`src/rtl/dmareq_pkg.sv`:
```
package dmareq_pkg;

  // Terminal-count lockout progress: wait for software to set, then clear, the service bit
  typedef enum logic [1:0] {
    TCL_IDLE     = 2'd0,
    TCL_WAIT_SET = 2'd1,
    TCL_WAIT_CLR = 2'd2
  } tc_lock_e;

  function automatic int unsigned ceil_div(input int unsigned num, input int unsigned den);
    return (num + den - 1) / den;
  endfunction

endpackage

```
`src/rtl/dmareq_sync.sv`:
```
module dmareq_sync #(
  parameter int unsigned WIDTH = 2
) (
  input  logic             clk,
  input  logic             rst_n,
  input  logic [WIDTH-1:0] din_n,
  output logic [WIDTH-1:0] lvl_n,
  output logic [WIDTH-1:0] fall
);

  genvar g;
  generate
    for (g = 0; g < WIDTH; g++) begin : g_bit
      logic [2:0] pipe_q;
      logic [2:0] pipe_d;

      always_comb begin
        pipe_d = {pipe_q[1:0], din_n[g]};
      end

      always_ff @(posedge clk or negedge rst_n) begin
        if (!rst_n) begin
          pipe_q <= 3'b111;
        end else begin
          pipe_q <= pipe_d;
        end
      end

      assign lvl_n[g] = pipe_q[1];
      assign fall[g]  = pipe_q[2] & ~pipe_q[1];
    end
  endgenerate

endmodule

```
`src/rtl/dmareq_burst.sv`:
```
module dmareq_burst #(
  parameter int unsigned BURST_MAX = 32,
  parameter int unsigned HOLD_CLKS = 18
) (
  input  logic clk,
  input  logic rst_n,
  input  logic xfer,
  input  logic req_q,
  input  logic ack_low,
  output logic limit_hit,
  output logic holdoff
);

  localparam int unsigned CW = $clog2(BURST_MAX + 1);
  localparam int unsigned TW = $clog2(HOLD_CLKS + 1);

  logic [CW-1:0] cnt_q, cnt_d;
  logic [TW-1:0] tmr_q, tmr_d;
  logic          hold_q, hold_d;

  always_comb begin
    limit_hit = xfer && (cnt_q == CW'(BURST_MAX - 1));
    cnt_d     = cnt_q;
    tmr_d     = tmr_q;
    hold_d    = hold_q;
    if (hold_q) begin
      cnt_d = '0;
      if (ack_low) begin
        tmr_d = '0;
      end else if (tmr_q == TW'(HOLD_CLKS - 1)) begin
        tmr_d  = '0;
        hold_d = 1'b0;
      end else begin
        tmr_d = tmr_q + TW'(1);
      end
    end else if (limit_hit) begin
      cnt_d  = '0;
      tmr_d  = '0;
      hold_d = 1'b1;
    end else if (xfer) begin
      cnt_d = cnt_q + CW'(1);
    end else if (!req_q) begin
      cnt_d = '0;
    end
  end

  always_ff @(posedge clk or negedge rst_n) begin
    if (!rst_n) begin
      cnt_q  <= '0;
      tmr_q  <= '0;
      hold_q <= 1'b0;
    end else begin
      cnt_q  <= cnt_d;
      tmr_q  <= tmr_d;
      hold_q <= hold_d;
    end
  end

  assign holdoff = hold_q;

endmodule

```
`src/rtl/dmareq_tclock.sv`:
```
module dmareq_tclock
  import dmareq_pkg::*;
(
  input  logic clk,
  input  logic rst_n,
  input  logic tc_hit,
  input  logic svc_intr,
  output logic locked
);

  tc_lock_e st_q, st_d;

  always_comb begin
    st_d = st_q;
    unique case (st_q)
      TCL_IDLE:     if (tc_hit)    st_d = TCL_WAIT_SET;
      TCL_WAIT_SET: if (svc_intr)  st_d = TCL_WAIT_CLR;
      TCL_WAIT_CLR: if (!svc_intr) st_d = TCL_IDLE;
      default:                     st_d = TCL_IDLE;
    endcase
  end

  always_ff @(posedge clk or negedge rst_n) begin
    if (!rst_n) begin
      st_q <= TCL_IDLE;
    end else begin
      st_q <= st_d;
    end
  end

  assign locked = (st_q != TCL_IDLE);

endmodule

```
`src/rtl/dmareq_ctrl.sv`:
```
module dmareq_ctrl
  import dmareq_pkg::*;
#(
  parameter int unsigned BURST_MAX = 32,
  parameter int unsigned CLK_NS    = 20,
  parameter int unsigned HOLD_NS   = 350
) (
  input  logic clk,
  input  logic rst_n,
  input  logic fifo_empty,
  input  logic fifo_full,
  input  logic dir_to_host,
  input  logic dma_enable,
  input  logic svc_intr,
  input  logic dack_n,
  input  logic ior_n,
  input  logic tc,
  output logic dreq,
  output logic fifo_rd,
  output logic fifo_wr,
  output logic irq,
  output logic svc_set
);

  localparam int unsigned HOLD_CLKS = ceil_div(HOLD_NS, CLK_NS);
  localparam int unsigned SYNC_W    = 2;
  localparam int unsigned IDX_ACK   = 0;
  localparam int unsigned IDX_IOR   = 1;

  // Reset: asserted asynchronously, released after two clocks
  logic rst_s1_q, rst_s2_q, rst_int_n;

  always_ff @(posedge clk or negedge rst_n) begin
    if (!rst_n) begin
      rst_s1_q <= 1'b0;
      rst_s2_q <= 1'b0;
    end else begin
      rst_s1_q <= 1'b1;
      rst_s2_q <= rst_s1_q;
    end
  end

  assign rst_int_n = rst_s2_q;

  // Strobe synchronisation
  logic [SYNC_W-1:0] strb_lvl_n, strb_fall;

  dmareq_sync #(.WIDTH(SYNC_W)) u_sync (
    .clk   (clk),
    .rst_n (rst_int_n),
    .din_n ({ior_n, dack_n}),
    .lvl_n (strb_lvl_n),
    .fall  (strb_fall)
  );

  logic ack_low, ack_edge, ior_edge, xfer, tc_hit;

  assign ack_low  = ~strb_lvl_n[IDX_ACK];
  assign ack_edge = strb_fall[IDX_ACK];
  // Read strobe stands in for the acknowledge edge when the acknowledge is held low
  assign ior_edge = strb_fall[IDX_IOR] & ~strb_lvl_n[IDX_IOR];
  assign xfer     = ack_edge | (dir_to_host & ack_low & ior_edge);
  assign tc_hit   = xfer & tc;

  // Burst limit and hold-off
  logic req_q, req_d, limit_hit, holdoff;

  dmareq_burst #(.BURST_MAX(BURST_MAX), .HOLD_CLKS(HOLD_CLKS)) u_burst (
    .clk       (clk),
    .rst_n     (rst_int_n),
    .xfer      (xfer),
    .req_q     (req_q),
    .ack_low   (ack_low),
    .limit_hit (limit_hit),
    .holdoff   (holdoff)
  );

  // Terminal-count lockout
  logic tc_locked;

  dmareq_tclock u_tclock (
    .clk      (clk),
    .rst_n    (rst_int_n),
    .tc_hit   (tc_hit),
    .svc_intr (svc_intr),
    .locked   (tc_locked)
  );

  // Request and interrupt registers
  logic data_ok, irq_q, irq_d;

  always_comb begin
    data_ok = dir_to_host ? ~fifo_empty : ~fifo_full;
    req_d   = dma_enable & ~svc_intr & ~tc_locked & ~holdoff & data_ok
              & ~tc_hit & ~limit_hit;
    irq_d   = tc_hit;
  end

  always_ff @(posedge clk or negedge rst_int_n) begin
    if (!rst_int_n) begin
      req_q <= 1'b0;
      irq_q <= 1'b0;
    end else begin
      req_q <= req_d;
      irq_q <= irq_d;
    end
  end

  assign dreq    = req_q;
  assign irq     = irq_q;
  assign svc_set = tc_hit;
  assign fifo_rd = xfer & dir_to_host;
  assign fifo_wr = xfer & ~dir_to_host;

endmodule

```
`config.mk`:
```
export PLATFORM = sky130hd
export DESIGN_NAME = dmareq_ctrl
export DESIGN_NICKNAME = d
export VERILOG_FILES = /design/src/rtl/dmareq_pkg.sv /design/src/rtl/dmareq_sync.sv /design/src/rtl/dmareq_burst.sv /design/src/rtl/dmareq_tclock.sv /design/src/rtl/dmareq_ctrl.sv
export SDC_FILE = /design/constraint.sdc
export NUM_CORES = 1
export LEC_CHECK = 0
export BUFFER_PORTS_ARGS = -buffer_cell sky130_fd_sc_hd__buf_2
export CORE_ASPECT_RATIO = 1.5
export CORE_MARGIN = 10
export CORE_UTILIZATION = 45
export DETAILED_ROUTE_END_ITERATION = 8
export PLACE_DENSITY_LB_ADDON = 0.1
export SETUP_SLACK_MARGIN = 0.5
export SLEW_MARGIN = 20
export SYNTH_ARGS = -nofsm -noshare
export SYNTH_HDL_FRONTEND = slang
export SYNTH_SLANG_ARGS = --single-unit
```
`constraint.sdc`:
```
create_clock -name clk -period 1.5 [get_ports clk]
set_input_delay 0.075 -clock clk [delete_from_list [all_inputs] [get_ports clk]]
set_output_delay 0.075 -clock clk [all_outputs]
set_load 0.01 [all_outputs]
```
Word-level counts from Yosys, hierarchy flattened
Cells that the tools add are included.
Word-level totals
  flip-flop bits (word level): 24
  bits of input ports: 10
  output and inout bits: 5
  word-level logic and storage cells: 67
Operators by class
  add/subtract/negate cells: 2
  equal/unequal tests: 8
  muxes and demuxes: 17
  bitwise operators: 25
  reductions and logical operators: 5
Operators with widths (number)
  $mux 6: 4
  $mux 5: 4
  $and 1x1->1: 14
  $not 1->1: 10
  $add 6x1->6 const B: 1
  $eq 6x5->1 const B: 1
  $mux 2: 3
  $ne 2x2->1 const B: 3
  $pmux 2 s3: 1
  $add 5x1->5 const B: 1
  $eq 5x5->1 const B: 1
  $mux 1: 5
  $ne 4x1->1 const B: 1
  $reduce_bool 2->1: 2
  $reduce_and 3->1: 1
  $eq 2x1->1 const B: 1
  $eq 2x2->1 const B: 1
  $logic_not 2->1: 1
  $logic_and 1x1->1: 1
  $or 1x1->1: 1

Logic depth before layout (Yosys ltp)
  word-level depth: 9
  depth in mapped cells: 6

Cells and area by module
A second synthesis with hierarchy kept.
Second synthesis, totals
  cell total of the unflattened synthesis: 101
  area total of the unflattened synthesis: 1143.6 um^2
By module, submodules not included
  dmareq_burst: instances 1, cells an instance 68, area an instance 674.4 um^2
  dmareq_sync: instances 1, cells an instance 10, area an instance 200.2 um^2
  dmareq_ctrl: instances 1, cells an instance 15, area an instance 180.2 um^2
  dmareq_tclock: instances 1, cells an instance 8, area an instance 88.8 um^2

Least setup slack after synthesis
Ideal clock, no wire load.
  path type: reg2reg
  from: reg u_sync.g_bit[1].pipe_q[1]
  to: reg u_burst.cnt_q[5]
  library setup time: 122 ps
  arrival time: 1470 ps
  required time: 1378 ps
  slack: -92 ps
  stages on the path, launching flop included: 6
  path buffers: 1
  cell sequence: dfstp_2 -> and4bb_4 -> or2_1 -> buf_6 -> a21o_1 -> a32o_1
On the way
  word-level cells in the longest chain between the ends: 8
  elaborated cells between the ends (all ways): 10
  those cells by class: eq/ne: 1; mux: 3; bitwise: 5; reduce/logical: 1
RTL lines
  start: declaration: line dmareq_sync.sv:14  | logic [2:0] pipe_q;
  start signal: assignment: line dmareq_sync.sv:25  | pipe_q <= pipe_d;
  $not 1->1 *: line dmareq_sync.sv:30, dmareq_ctrl.sv:61
  $and 1x1->1: line dmareq_sync.sv:30  | assign fall[g] = pipe_q[2] & ~pipe_q[1];
  $and 1x1->1 *: line dmareq_ctrl.sv:61  | assign ior_edge = strb_fall[IDX_IOR] & ~strb_lvl_n[IDX_IOR];
  $and 1x1->1 *: line dmareq_ctrl.sv:62  | assign xfer = ack_edge | (dir_to_host & ack_low & ior_edge);
  $or 1x1->1 *: line dmareq_ctrl.sv:62
  $mux 6 or $logic_and 1x1->1 (tied branches): line dmareq_burst.sv:40, dmareq_burst.sv:22
  $mux 6: line dmareq_burst.sv:36  | end else if (limit_hit) begin
  $mux 6: line dmareq_burst.sv:26  | if (hold_q) begin
  end signal: assignment: line dmareq_burst.sv:53  | cnt_q <= cnt_d;
  end: declaration: line dmareq_burst.sv:17  | logic [CW-1:0] cnt_q, cnt_d;
Every way passes the cells marked *; elsewhere a longest branch is shown, timed or not.
A chain may end at the register's enable or synchronous reset.

Final worst setup path
  from: reg u_sync.g_bit[1].pipe_q[1]
  to: out svc_set
On the way
  word-level cells in the longest chain between the ends: 6
RTL lines
  $not 1->1 *: line dmareq_sync.sv:30, dmareq_ctrl.sv:61
  $and 1x1->1: line dmareq_sync.sv:30
  $and 1x1->1 *: line dmareq_ctrl.sv:61
  $and 1x1->1 *: line dmareq_ctrl.sv:62
  $or 1x1->1 *: line dmareq_ctrl.sv:62
  $and 1x1->1 *: line dmareq_ctrl.sv:63  | assign tc_hit = xfer & tc;
  end: declaration: line dmareq_ctrl.sv:22  | output logic svc_set
Marked as above.

==> out/results.md <==
| Quantity | Reported |
| --- | --- |
| Final clock skew | 0.00370 ns |
| Max-cap viol count | 0 |
| Leading register cell type out of synthesis | dfrtp_1 |
| Vias after detailed routing | 891 |
| Synthesized net count | 111 |
| Final Power | 1310 uW |
| Worst Hold Class | in2reg |
| Final antenna diode count | 0 |
| FP Rows | 21 |
| Count of final hold-check violations | 0 |
| Area Growth Syn to Fin | 41.3% |
| Reg clk slew, reported paths | 0.12 ns |
| Post-synthesis mux area share | 1.83% |
| Data required time of the worst path | 1.42 ns |
| Number of global-route vias before repair | 910 |
| Endpoint of the worst-slack reg-to-reg timing path | u_burst.tmr_q[2] |
| Sort of element at the end of the critical path | output port |
| Post-synthesis sequential element count | 24 |
| Share of the synthesized area in the top cell type | 41.1% |
| Total of endpoints with negative setup slack in the final report | 16 |
| Worst r2r src | u_sync.g_bit[1].pipe_q[1] |
| Number of H-tree levels | 1 |
| Post-synthesis cell type count | 36 |
| Min-Delay Startpoint | tc |
| Share of synthesized flip-flops with an asynchronous set or reset | 100% |
| Minimum hold slack | 0.0534 ns |
| Overflow left after global routing | 0 |
| Core area | 2290 um2 |
| Maximum number of pins on one net before global-route repair | 23 |
| Highest routed metal layer | met4 |
| Cell type contributing the most total cell area after synthesis | dfrtp_1 |
| Clock tree from TritonCTS | yes |
| Total detailed-routing wirelength | 2370 um |
| Startpoint class of the critical path | register |
| Share of the clock period used by the worst path after layout | 116% |
| Routed length on met2 | 1350 um |
| Final setup margin | -0.245 ns |
| Worst r2r path cells | 6 |
| Combinational family with the most area after synthesis | simple AND/OR/NAND/NOR gates |
| Max Clock Freq | 0.573 GHz |
| Count of clock tree sinks | 24 |
| Boundary pin count | 15 |
| Pwr/cell area | 850 nW/um2 |
| Starting utilization of the core area | 47.9% |
| Syn Std Cell Area | 1090 um2 |
| Arrival time of data at the critical path endpoint | 1.67 ns |
| Violations in the final reports | setup timing |
| Die boundary height | 80.4 um |
| Number of warning messages in the yosys log | 0 |
| DRC | 0 |
| Clock Latency Late Sink | 0.31 ns |
| Drt first pass iters | 4 |
| Global-route wire length before repair | 3940 um |
| Antenna-violating nets left | 0 |
| Worst setup path category | reg2out |
| Post-Syn Area per Cell | 11.2 um2 |
| Outcome | finished with violations |
| Detailed route wirelength on metal3 | 64 um |
| Number of buffers created by CTS | 3 |
| Count of flip-flops with a built-in enable after synthesis | 0 |
| Final Max Slew Viols | 0 |
| Post-route cell area | 1550 um2 |
| Worst setup slack for register-to-register paths | -0.18 ns |
| Adder and majority gate portion of the synthesized area | 3.43% |
| Instance area after placement | 1270 um2 |
| Detailed Route Iter0 Violations | 21 |
| Post-Route M1 WL | 921 um |
| Sequential share of the synthesized area | 55.5% |
| Setup repair after global routing missed its margin | true |
| Routed length per placed instance | 14.6 um |
| Total track usage | 10.3% |
| XOR/XNOR share of the synthesized area | 1.60% |
| Post-synthesis share of cell area spent on and, or, nand and nor gates | 21.3% |
| Worst hold path depth | 2 |
| Routability congestion estimate from global placement | 0.817 |
| Die area | 4850 um2 |
| Number of standard cells after synthesis | 98 |
| Summed negative setup slack over all endpoints | -2.29 ns |
| Cells taking the most area after synthesis | dfrtp_1 41%, dfstp_2 14%, ha_1 3.4% |
| Post-detailed-placement half-perimeter wirelength | 1660 um |
| Clock tree buffer depth | 2 |
| Clock root buffer | clkbuf_4 |
| Die X-Extent | 60.3 um |
| Via-to-Cell Ratio | 5.50 |
| Compound-cell area share of the yosys netlist | 13.3% |
| LEAKAGE | 0.000745 uW |
| Initial antenna violation count | 0 |
| Proportion of layout cells with a drive suffix above 1 | 47.5% |
| Fraction of the core area covered by cells at the end of the flow | 67.7% |
| Quantity of I/O buffers inserted on ports | 14 |
| Peak ir drop on the vdd network | 0.000904 V |
| Hold-critical path endpoint | irq |
| Highest net fanout along the worst path | 3 |
| Final worst path period need | 1.74 ns |
| Total number of nets in the final design | 153 |
## cells by family (layout without fill, tap and decap cells)
kind of cell               after synthesis  after routing
DFF                                     24             24
xor gates and xnor gates                 2              2
and+or+nand+nor                         40             40
buffers and inverters                    6             47
other                                    1              1
muxes                                    2              2
AOI/OAI and AO/OA                       20             20
adders and majority gates                3              3
## critical path: stages (launching register included)
cell and delay (ns):
dfstp_2 0.55, and4bb_4 0.22, or2_4 0.23, buf_6 0.12
and2_4 0.13, buf_6 0.11
## cell type report
type,count,area (um2)
multi-input combinational,68,529
sequential,24,608
inverter,4,15.0
tap,23,28.8
clock inverter,1,30.0
clock buffer,3,22.5
fill,161,739
timing repair buffer,39,313
## per-stage QoR
step | instances | setup WS [ns]
2_1_floorplan | 98 | -0.0446
3_3_place_gp | 144 | -0.0198
3_5_place_dp | 144 | -0.0656
4_1_cts | 158 | -0.294
5_1_grt | 162 | -0.316
6_report | 162 | -0.245
## synthesized netlist by cell type (3+ instances only)
cell type	count
and2_1	4
dfstp_2	6
inv_1	4
nand3_1	4
nor3_1	3
a21o_1	4
dfrtp_1	18
or2_2	3
o21ai_0	3
a21oi_1	5
nor2_1	8
nand2_1	6
ha_1	3
## report_power, final
part / internal [uW] / switching, uW / total [uW]
Sequential: 680 / 17.5 / 697
Combinational: 95.6 / 67.7 / 163
Clock: 270 / 184 / 454
Total: 1050 / 269 / 1310
## flip-flops by register name, summed over array words and instances, names as in the netlist
register	cells
rst_int_n	1
dreq	1
u_burst.cnt_q	6
u_sync.g_bit.pipe_q	6
u_burst.tmr_q	5
irq	1
u_burst.holdoff	1
rst_s1_q	1
u_tclock.st_q	2
## worst max-delay path by stage
| stage | from | end | slack (ns) |
|---|---|---|---|
| final | u_sync.g_bit[1].pipe_q[1] | svc_set | -0.24 |
| after global placement | u_sync.g_bit[1].pipe_q[1] | u_burst.holdoff | -0.02 |
| after detailed placement | u_sync.g_bit[1].pipe_q[1] | u_burst.tmr_q[2] | -0.07 |
| after CTS | u_sync.g_bit[0].pipe_q[1] | svc_set | -0.29 |
| after floorplan | u_sync.g_bit[0].pipe_q[1] | u_burst.cnt_q[5] | -0.04 |
| after global routing | u_sync.g_bit[0].pipe_q[1] | svc_set | -0.32 |
## placed cells by master, fill, tap and decap left out, types with 3 or more instances in the layout
master / n
a21o_1: 4
a21oi_1: 4
buf_2: 12
buf_4: 12
buf_6: 10
clkbuf_4: 3
dfrtp_1: 18
dfstp_2: 6
dlygate4sd3_1: 5
inv_1: 4
nand2_1: 5
nand3_1: 3
nor2_1: 7
or2_2: 3
## per-layer routing
layer / up-vias / track usage (%)
met1: 449 / 10.3
li1: 427 / -
met4: 0 / 4.73
met2: 11 / 19.4
met3: 4 / 1.73
met5: - / 0
## timing repair
action | CTS | global route
setup buffers | 6 | 3
pin swaps | 7 | 8
resized for setup | 12 | 14
hold buffers | 4 | 1
setup endpoints to repair | 18 | 19
endpoints found under the hold margin | 5 | 1
gates cloned | 0 | 0
Power figures use the tool's default switching activity.
